===== src/rtl/svs_pkg.sv =====
package svs_pkg;

    typedef enum logic [2:0] {
        OP_STEP  = 3'd0,
        OP_SHAPE = 3'd1,
        OP_INDEX = 3'd2,
        OP_MODE  = 3'd3,
        OP_RSVD  = 3'd4
    } svs_op_e;

    typedef enum logic {
        ST_IDLE   = 1'b0,
        ST_RETIRE = 1'b1
    } svs_state_e;

    typedef struct packed {
        logic lt;
        logic gt;
        logic eq;
        logic so;
    } svs_cr_t;

endpackage


===== src/rtl/svs_decode.sv =====
module svs_decode
    import svs_pkg::*;
#(
    parameter int SEL_W  = 7,
    parameter int NSHAPE = 4
) (
    input  logic [SEL_W-1:0] sel,
    output svs_op_e          op,
    output logic [1:0]       sub_idx
);
    localparam int IDX_LO  = NSHAPE + 1;
    localparam int IDX_HI  = NSHAPE + 4;
    localparam int MODE_LO = 12;
    localparam int MODE_HI = 15;

    always_comb begin
        op      = OP_RSVD;
        sub_idx = 2'd0;
        if (int'(sel) == 0) begin
            op = OP_STEP;
        end else if (int'(sel) <= NSHAPE) begin
            op      = OP_SHAPE;
            sub_idx = 2'(int'(sel) - 1);
        end else if (int'(sel) >= IDX_LO && int'(sel) <= IDX_HI) begin
            op      = OP_INDEX;
            sub_idx = 2'(int'(sel) - IDX_LO);
        end else if (int'(sel) >= MODE_LO && int'(sel) <= MODE_HI) begin
            op = OP_MODE;
        end
    end
endmodule


===== src/rtl/svs_query.sv =====
module svs_query
    import svs_pkg::*;
#(
    parameter int XLEN   = 64,
    parameter int IDX_W  = 7,
    parameter int NSHAPE = 4
) (
    input  svs_op_e                  op,
    input  logic [1:0]               sub_idx,
    input  logic [NSHAPE*IDX_W-1:0]  shape_off,
    input  logic [IDX_W-1:0]         src_step,
    input  logic [IDX_W-1:0]         dst_step,
    input  logic [IDX_W-1:0]         src_sub,
    input  logic [IDX_W-1:0]         dst_sub,
    input  logic                     new_pack,
    input  logic                     new_unpack,
    output logic [XLEN-1:0]          value
);
    logic [IDX_W-1:0] shape_arr [NSHAPE];
    logic [IDX_W-1:0] idx_val;

    for (genvar k = 0; k < NSHAPE; k++) begin : g_shape
        assign shape_arr[k] = shape_off[k*IDX_W +: IDX_W];
    end

    always_comb begin
        unique case (sub_idx)
            2'd0: idx_val = src_step;
            2'd1: idx_val = dst_step;
            2'd2: idx_val = src_sub;
            default: idx_val = dst_sub;
        endcase
    end

    always_comb begin
        value = '0;
        unique case (op)
            OP_SHAPE: value[IDX_W-1:0] = shape_arr[sub_idx];
            OP_INDEX: value[IDX_W-1:0] = idx_val;
            OP_MODE:  value[1:0]       = {new_pack, new_unpack};
            default:  value            = '0;
        endcase
    end
endmodule


===== src/rtl/svs_crgen.sv =====
module svs_crgen
    import svs_pkg::*;
#(
    parameter int XLEN = 64
) (
    input  logic [XLEN-1:0] value,
    input  logic            so_in,
    output svs_cr_t         cr
);
    always_comb begin
        cr.lt = value[XLEN-1];
        cr.eq = (value == '0);
        cr.gt = !value[XLEN-1] && (value != '0);
        cr.so = so_in;
    end
endmodule


===== src/rtl/svs_exec.sv =====
module svs_exec
    import svs_pkg::*;
#(
    parameter int XLEN   = 64,
    parameter int SEL_W  = 7,
    parameter int IDX_W  = 7,
    parameter int NSHAPE = 4
) (
    input  logic                    clk,
    input  logic                    rst_n,
    input  logic                    issue,
    input  logic [SEL_W-1:0]        sel,
    input  logic                    step_en,
    input  logic                    rec,
    input  logic                    so_in,
    input  logic [NSHAPE*IDX_W-1:0] shape_off,
    input  logic [IDX_W-1:0]        src_step,
    input  logic [IDX_W-1:0]        dst_step,
    input  logic [IDX_W-1:0]        src_sub,
    input  logic [IDX_W-1:0]        dst_sub,
    output logic [XLEN-1:0]         result,
    output logic                    res_valid,
    output logic                    cr_we,
    output logic [3:0]              cr_field,
    output logic                    pack,
    output logic                    unpack,
    output logic                    step_req
);
    svs_state_e       state_q, state_d;
    svs_op_e          op;
    logic [1:0]       sub_idx;
    logic             new_pack, new_unpack;
    logic [XLEN-1:0]  value;
    svs_cr_t          cr_d;

    svs_decode #(.SEL_W(SEL_W), .NSHAPE(NSHAPE)) u_decode (
        .sel(sel), .op(op), .sub_idx(sub_idx)
    );

    always_comb begin
        new_pack   = pack;
        new_unpack = unpack;
        if (op == OP_MODE) begin
            new_pack   = sel[0];
            new_unpack = sel[1];
        end
    end

    svs_query #(.XLEN(XLEN), .IDX_W(IDX_W), .NSHAPE(NSHAPE)) u_query (
        .op(op), .sub_idx(sub_idx), .shape_off(shape_off),
        .src_step(src_step), .dst_step(dst_step),
        .src_sub(src_sub), .dst_sub(dst_sub),
        .new_pack(new_pack), .new_unpack(new_unpack), .value(value)
    );

    svs_crgen #(.XLEN(XLEN)) u_crgen (
        .value(value), .so_in(so_in), .cr(cr_d)
    );

    always_comb begin
        unique case (state_q)
            ST_IDLE:   state_d = issue ? ST_RETIRE : ST_IDLE;
            ST_RETIRE: state_d = issue ? ST_RETIRE : ST_IDLE;
            default:   state_d = ST_IDLE;
        endcase
    end

    always_ff @(posedge clk) begin
        if (!rst_n) state_q <= ST_IDLE;
        else        state_q <= state_d;
    end

    assign res_valid = (state_q == ST_RETIRE);

    always_ff @(posedge clk) begin
        if (!rst_n) begin
            result   <= '0;
            cr_we    <= 1'b0;
            cr_field <= 4'd0;
            step_req <= 1'b0;
            pack     <= 1'b0;
            unpack   <= 1'b0;
        end else begin
            cr_we    <= 1'b0;
            step_req <= 1'b0;
            if (issue) begin
                result   <= value;
                cr_we    <= rec;
                cr_field <= cr_d;
                step_req <= (op == OP_STEP) && step_en;
                pack     <= new_pack;
                unpack   <= new_unpack;
            end
        end
    end

    assert_reset_clear_R1: assert property (@(posedge clk)
        !rst_n |=> (result == '0 && !step_req && !cr_we && !pack && !unpack));

    assert_step_zero_result_R6: assert property (@(posedge clk) disable iff (!rst_n)
        step_req |-> (result == '0 && res_valid));

    assert_step_needs_enable_R6: assert property (@(posedge clk) disable iff (!rst_n)
        (issue && !step_en) |=> !step_req);

    assert_flags_hold_R11: assert property (@(posedge clk) disable iff (!rst_n)
        !(issue && sel[SEL_W-1:2] == 3) |=> $stable({pack, unpack}));

    assert_cr_one_compare_R8: assert property (@(posedge clk) disable iff (!rst_n)
        cr_we |-> ($countones(cr_field[3:1]) == 1 && res_valid));

    assert_cr_eq_R8: assert property (@(posedge clk) disable iff (!rst_n)
        (cr_we && result == '0) |-> cr_field[1]);

    assert_valid_follows_issue_R10: assert property (@(posedge clk) disable iff (!rst_n)
        issue |=> res_valid);

    assert_valid_drops_R10: assert property (@(posedge clk) disable iff (!rst_n)
        !issue |=> !res_valid);

    assert_mode_result_R5: assert property (@(posedge clk) disable iff (!rst_n)
        (issue && sel[SEL_W-1:2] == 3) |=> (result[1:0] == {pack, unpack} && result[XLEN-1:2] == '0));
endmodule


===== config.mk =====
export PLATFORM = sky130hd
export DESIGN_NAME = svs_exec
export DESIGN_NICKNAME = d
export VERILOG_FILES = /design/src/rtl/svs_pkg.sv /design/src/rtl/svs_decode.sv /design/src/rtl/svs_query.sv /design/src/rtl/svs_crgen.sv /design/src/rtl/svs_exec.sv
export SDC_FILE = /design/constraint.sdc
export NUM_CORES = 1
export LEC_CHECK = 0
export BUFFER_PORTS_ARGS = -buffer_cell sky130_fd_sc_hd__buf_2
export CORE_ASPECT_RATIO = 1.4
export CORE_UTILIZATION = 35
export DETAILED_ROUTE_END_ITERATION = 8
export PLACE_DENSITY = 0.74
export SKIP_CTS_REPAIR_TIMING = 1
export SYNTH_ARGS = -nofsm -noshare
export SYNTH_HDL_FRONTEND = slang
export SYNTH_SLANG_ARGS = --single-unit

===== constraint.sdc =====
create_clock -name clk -period 2.5 [get_ports clk]
set_clock_uncertainty 0.1 [all_clocks]
set_input_delay 0.25 -clock clk [delete_from_list [all_inputs] [get_ports clk]]
set_output_delay 0.25 -clock clk [all_outputs]
set_load 0.02 [all_outputs]

# Yosys cells after proc, flatten, opt, wreduce, memory -nomap -nowiden
# Cells that the tools add are included.
word_totals:
  reg_bits: 15
  inputBits: 69
  out_inout_bits: 73
op_classes:
  reduce_logical: 9
  n_mux: 16
  eq_ne: 5
  n_addsub: 2
  n_bitwise: 1
  n_lt_le_gt_ge: 6
op_table:
  columns: ["op", "n"]
  rows:
  - ["zero test 64 bit", 1]
  - ["nonzero test 64 bit", 1]
  - ["one-hot mux 7 bit (3 select lines)", 1]
  - ["binary-select mux 7 bit (select 2 bit)", 1]
  - ["less-or-equal comparator 7 x 4 -> 1 bit (second input constant)", 2]
  - ["two-way mux 7 bit", 2]
  - ["two-way mux 3 bit", 4]
  - ["one-hot mux 5 bit (2 select lines)", 1]
  - ["greater-or-equal comparator 7 x 3 -> 1 bit (second input constant)", 1]
  - ["greater-or-equal comparator 7 x 4 -> 1 bit (second input constant)", 1]
  - ["less-or-equal comparator 7 x 3 -> 1 bit (second input constant)", 1]
  - ["zero test 7 bit", 1]
  - ["equality test 3 x 2 -> 1 bit (second input constant)", 2]
  - ["two-way mux 2 bit", 3]
  - ["one-hot mux 2 bit (3 select lines)", 1]
  - ["subtractor 2 x 1 -> 2 bit (second input constant)", 2]
  - ["equality test 3 x 1 -> 1 bit (second input constant)", 1]
  - ["greater-or-equal comparator 3 bit (second input constant)", 1]
  - ["logical AND 1 bit", 3]
  - ["zero test 3 bit", 1]
  - ["two-way mux 1 bit", 3]
  - ["inverter 2 -> 3 bit", 1]
  - ["equality test 2 x 1 -> 1 bit (second input constant)", 1]
  - ["equality test 2 bit (second input constant)", 1]
  - ["2 further kinds", 2]

# Longest topological paths before layout
logic_depth:
  word_depth: 11
  ltp_mapped: 11

# By module
# From an unflattened synthesis, not the netlist that was laid out.
hier_totals:
  cells_unflattened: 404
  area_unflattened_um2: 4234.1
modules_own_cells:
  columns: ["mod", "cells_per_inst", "area_per_inst_um2", "seq_area_each_um2", "instances"]
  rows:
  - ["svs_exec", 239, 2862.7, 1461.4, 1]
  - ["svs_query", 110, 980.9, 0.0, 1]
  - ["svs_decode", 31, 209.0, 0.0, 1]
  - ["svs_crgen", 24, 181.4, 0.0, 1]

# Worst setup path after synthesis
# Ideal clock, no wire load.
synth_path:
  path_kind: "input -> register"
  startpoint: "input sel[0]"
  endpoint: "register cr_field[2]"
  cell_stages: 10
  setup_time_ns: 0.140
  path_slack_ns: 0.151
  t_arrival_ns: 2.110
  path_cell_list: "buf_2 inv_1 ha_1 buf_2 mux2_2 o22ai_1 a21oi_1 a221oi_1 and3_1 a41oi_1"
synth_via:
  elab_chain_cells: 11
synth_lines:
  columns: ["element", "line", "text"]
  rows:
  - ["from (decl)", "svs_exec.sv:12", "input logic [SEL_W-1:0] sel,"]
  - ["greater-or-equal comparator 7 x 3 -> 1 bit / less-or-equal comparator 7 x 4 -> 1 bit (equally long branches)", "svs_decode.sv:24", "end else if (int'(sel) >= IDX_LO && int'(sel) <= IDX_HI) begin"]
  - ["logical AND 1 bit", "svs_decode.sv:24", null]
  - ["two-way mux 2 bit", "svs_decode.sv:24", null]
  - ["two-way mux 2 bit", "svs_decode.sv:21", "end else if (int'(sel) <= NSHAPE) begin"]
  - ["two-way mux 2 bit", "svs_decode.sv:19", "if (int'(sel) == 0) begin"]
  - ["inverter 2 -> 3 bit (implied by the code)", "svs_query.sv:38", "OP_SHAPE: value[IDX_W-1:0] = shape_arr[sub_idx];"]
  - ["binary-select mux 7 bit (select 2 bit)", "svs_query.sv:38", null]
  - ["two-way mux 7 bit (implied by the code) (2 in series)", "svs_query.sv:38", null]
  - ["one-hot mux 2 bit (3 select lines) / one-hot mux 5 bit (2 select lines) (equally long branches)", "svs_query.sv:37", "unique case (op)"]
  - ["nonzero test 64 bit (*)", "svs_crgen.sv:13", "cr.gt = !value[XLEN-1] && (value != '0);"]
  - ["to (signal assigned)", "svs_exec.sv:89", "cr_field <= cr_d;"]
  - ["to (decl)", "svs_exec.sv:24", "output logic [3:0] cr_field,"]
# Every way passes the cells marked *; elsewhere a longest branch is shown, timed or not. The select of a mux whose other input is x is not followed.
# A chain may end at the register's enable or synchronous reset.

# Worst setup path after layout
# Same ends and word-level chain as after synthesis.

==> impl_results.md <==
* Detail-routed net length per standard cell at 12.1 µm
* Reg2Reg Setup Slack at 1.75 ns
* Cell area after synthesis at 1690 µm²
* Area growth syn-to-layout at 23.4%
* N_diodes at 0
* CTS clock-pin slew for the worst setup and hold paths at 0.06 ns
* Routed WL at 4510 µm
* Most repeated cell in the gate-level netlist after synthesis: buf_4
* Final Hold Violating Endpoints at 0
* Sequential-to-total area share from yosys stat at 0.178
* Largest area contributor in the netlist: buf_4
* Fin crit period at 2.22 ns
* Power density over cell area at 364 nW/µm²
* Worst setup EP type: flop
* Worst Hold Path EP: cr_we$_SDFF_PN0_
* Post-placement cell count at 370
* Finish-stage setup viols at 0
* Clock tree buffer depth at 2
* Hold Startpoint: rec
* Max-capacitance violation count at 0
* Clock latency at the later pin of the worst-skew pair at 0.24 ns
* F_max at 451 MHz
* Drt first pass iters at 4
* Clock H-tree levels at 1
* Required time reported for the critical path endpoint at 2.50 ns
* Die Outline Area at 5100 µm²
* Ratio of cells with drive above 1 in the final layout at 0.365
* Proportion of netlist area held by the largest area contributor at 0.263
* Leading post-synthesis cells by instance count: buf_4, nand2_1, dfxtp_1
* Average instance area after synthesis at 7.74 µm²
* Hold Crit Depth at 2
* Gpl congestion at 0.911
* Max IR drop VDD at 0.000307 V
* Dpl hpwl at 3850 µm
* Via count of the first global-routing pass at 1578
* Summed area of non-filler cells in the final layout at 2080 µm²
* Share of flip-flops with an asynchronous set or reset at 0
* RSZ-0062 raised after global routing: false
* Critical Path Max Stage Delay at 0.41 ns
* Post-synth cell types at 48
* Initial detailed-routing violation count at 64
* I/O Buffers at 83
* Wire length of the first global-routing pass at 6830 µm
* Placement-stage cell area at 2040 µm²
* Endpoint of the most critical register-to-register path: cr_field[1]$_SDFFE_PN0P_
* Flop and latch count out of synthesis at 15
* Ports placed on the boundary at 142
* Worst EP arrival at 2.22 ns
* Result of the run: completed
* Number of antenna violations at the first check in global routing at 0
* Residual DRC at 0
* Number of rows in the core area at 29
* Clock root buffer: clkbuf_8
* Gate Count Post-Synth at 218
* Leakage power total at 1.12 nW
* Finished Layout Cells at 374
* Kind of critical path: in -> reg
* Cell with the largest stage delay on the worst path: ha_1
* Period Utilization, post-route at 0.886
* Crit-path cells: buf_2, inv_1, ha_1, buf_4, mux2_2, o22ai_1, a21oi_1, a221oi_1, and3_1, a41oi_1
* CTS tree: built
* Pwr Total at 0.000756 W
* Number of vias per cell after detailed routing at 4.62
* EDFF count, synth at 0
* Max Fanout on Critical Path at 7
* Leading register cell type out of synthesis: dfxtp_1
* Critical Path Start Type: input pin
* Placeable core region at 4570 µm²
* Inserted Clock Buffers at 3
* Syn. warnings at 0
* Maximum number of pins on one net before global-route repair at 26
* Cell class contributing the biggest share of worst-path delay: compound AO/OA/AOI/OAI gates
* Number of buffers and inverters on the critical path at 3
* Remaining antenna violation count after routing at 0
* TritonCTS Sinks at 15
* Overall overflow remaining after global route at 0
* Largest cells by area after synthesis: buf_4, dfxtp_1, mux2i_1, nand2_1, o22ai_1
* Class of the tightest hold or removal check: in -> reg
* Nets at 384
* Width of the die at 60.7 µm
* Launching point of the worst reg2reg path: cr_field[1]$_SDFFE_PN0P_
* Number of vias in the routed layout at 1728
* Worst setup path start: sel[0]
* Max-slew violation count at 0
* Floorplan die height at 84.1 µm
* Total routing usage reported by global routing at 0.171
* Effective utilization at floorplan at 0.369
* Worst-case reg-to-reg path depth at 1
registers in the layout (all words and copies together), names as in the netlist:
name       cells
res_valid      1
step_req       1
pack           1
result         7
cr_we          1
cr_field       3
unpack         1
layout by cell type (no fill, tap or decap), drive strengths merged, types with 5 or more instances in the layout:
master / instances
dfxtp: 15
or3: 11
o211a: 5
o21ai: 9
nor3: 6
o22ai: 10
buf: 101
a21oi: 6
nand2: 18
nor4: 5
mux2i: 8
conb: 58
nor2: 11
layer usage:
layer / share of wire / track usage / vias to the layer above
met4: 0.016 / 0.0537 / 0
met1: 0.37 / 0.189 / 762
met2: 0.53 / 0.316 / 99
met3: 0.079 / 0.0293 / 8
li1: - / - / 859
met5: 0 / 0 / -
where the power goes:
group | leakage, nW | total [W] | switching (W) | internal [W]
combinational | 0.972 | 0.000314 | 0.000200 | 0.000113
clock | 0.0228 | 0.000186 | 0.0000737 | 0.000112
sequential | 0.123 | 0.000257 | 0.00000526 | 0.000251
total | 1.12 | 0.000756 | 0.000279 | 0.000477
worst max path at each step:
stage                                    end  depth (start not counted)
finish              cr_field[2]$_SDFFE_PN0P_                         10
CTS                 cr_field[2]$_SDFFE_PN0P_                         10
floorplan           cr_field[2]$_SDFFE_PN0P_                         10
detailed placement  cr_field[2]$_SDFFE_PN0P_                         10
global route        cr_field[2]$_SDFFE_PN0P_                         10
global placement    cr_field[2]$_SDFFE_PN0P_                         10
cell families (layout without fill, tap and decap cells):
logic type / after synthesis / count (layout) / synth area share
AND/OR/NAND/NOR: 65 / 65 / 0.206
XOR/XNOR: 2 / 2 / 0.0148
flip-flops: 15 / 15 / 0.178
adder cells (fa/ha/maj): 2 / 2 / 0.0148
other: 1 / 58 / 0.00222
buffers and inverters: 72 / 109 / 0.301
multiplexers: 11 / 11 / 0.0675
AO/OA/AOI/OAI: 50 / 50 / 0.215
final cells by class:
type,instances,area [µm²]
tap,62,77.6
multi-input combinational,188,1090
inverter,4,15.0
timing repair buffer,101,551
clock buffer,4,45.0
sequential,15,300
fill,496,2490
metrics by stage:
step                      setup slack [ns]  hold WS (ns)  TNS (ns)  utilization
after detailed placement           0.00891         0.365         0        0.445
final                                0.285         0.147         0        0.455
after global placement             -0.0209         0.360   -0.0209        0.445
after floorplan                      0.151         0.287         0            -
after CTS                            0.251         0.142         0        0.455
after global routing                 0.124         0.151         0        0.455
Note: power is estimated with default switching activity, not from simulation.
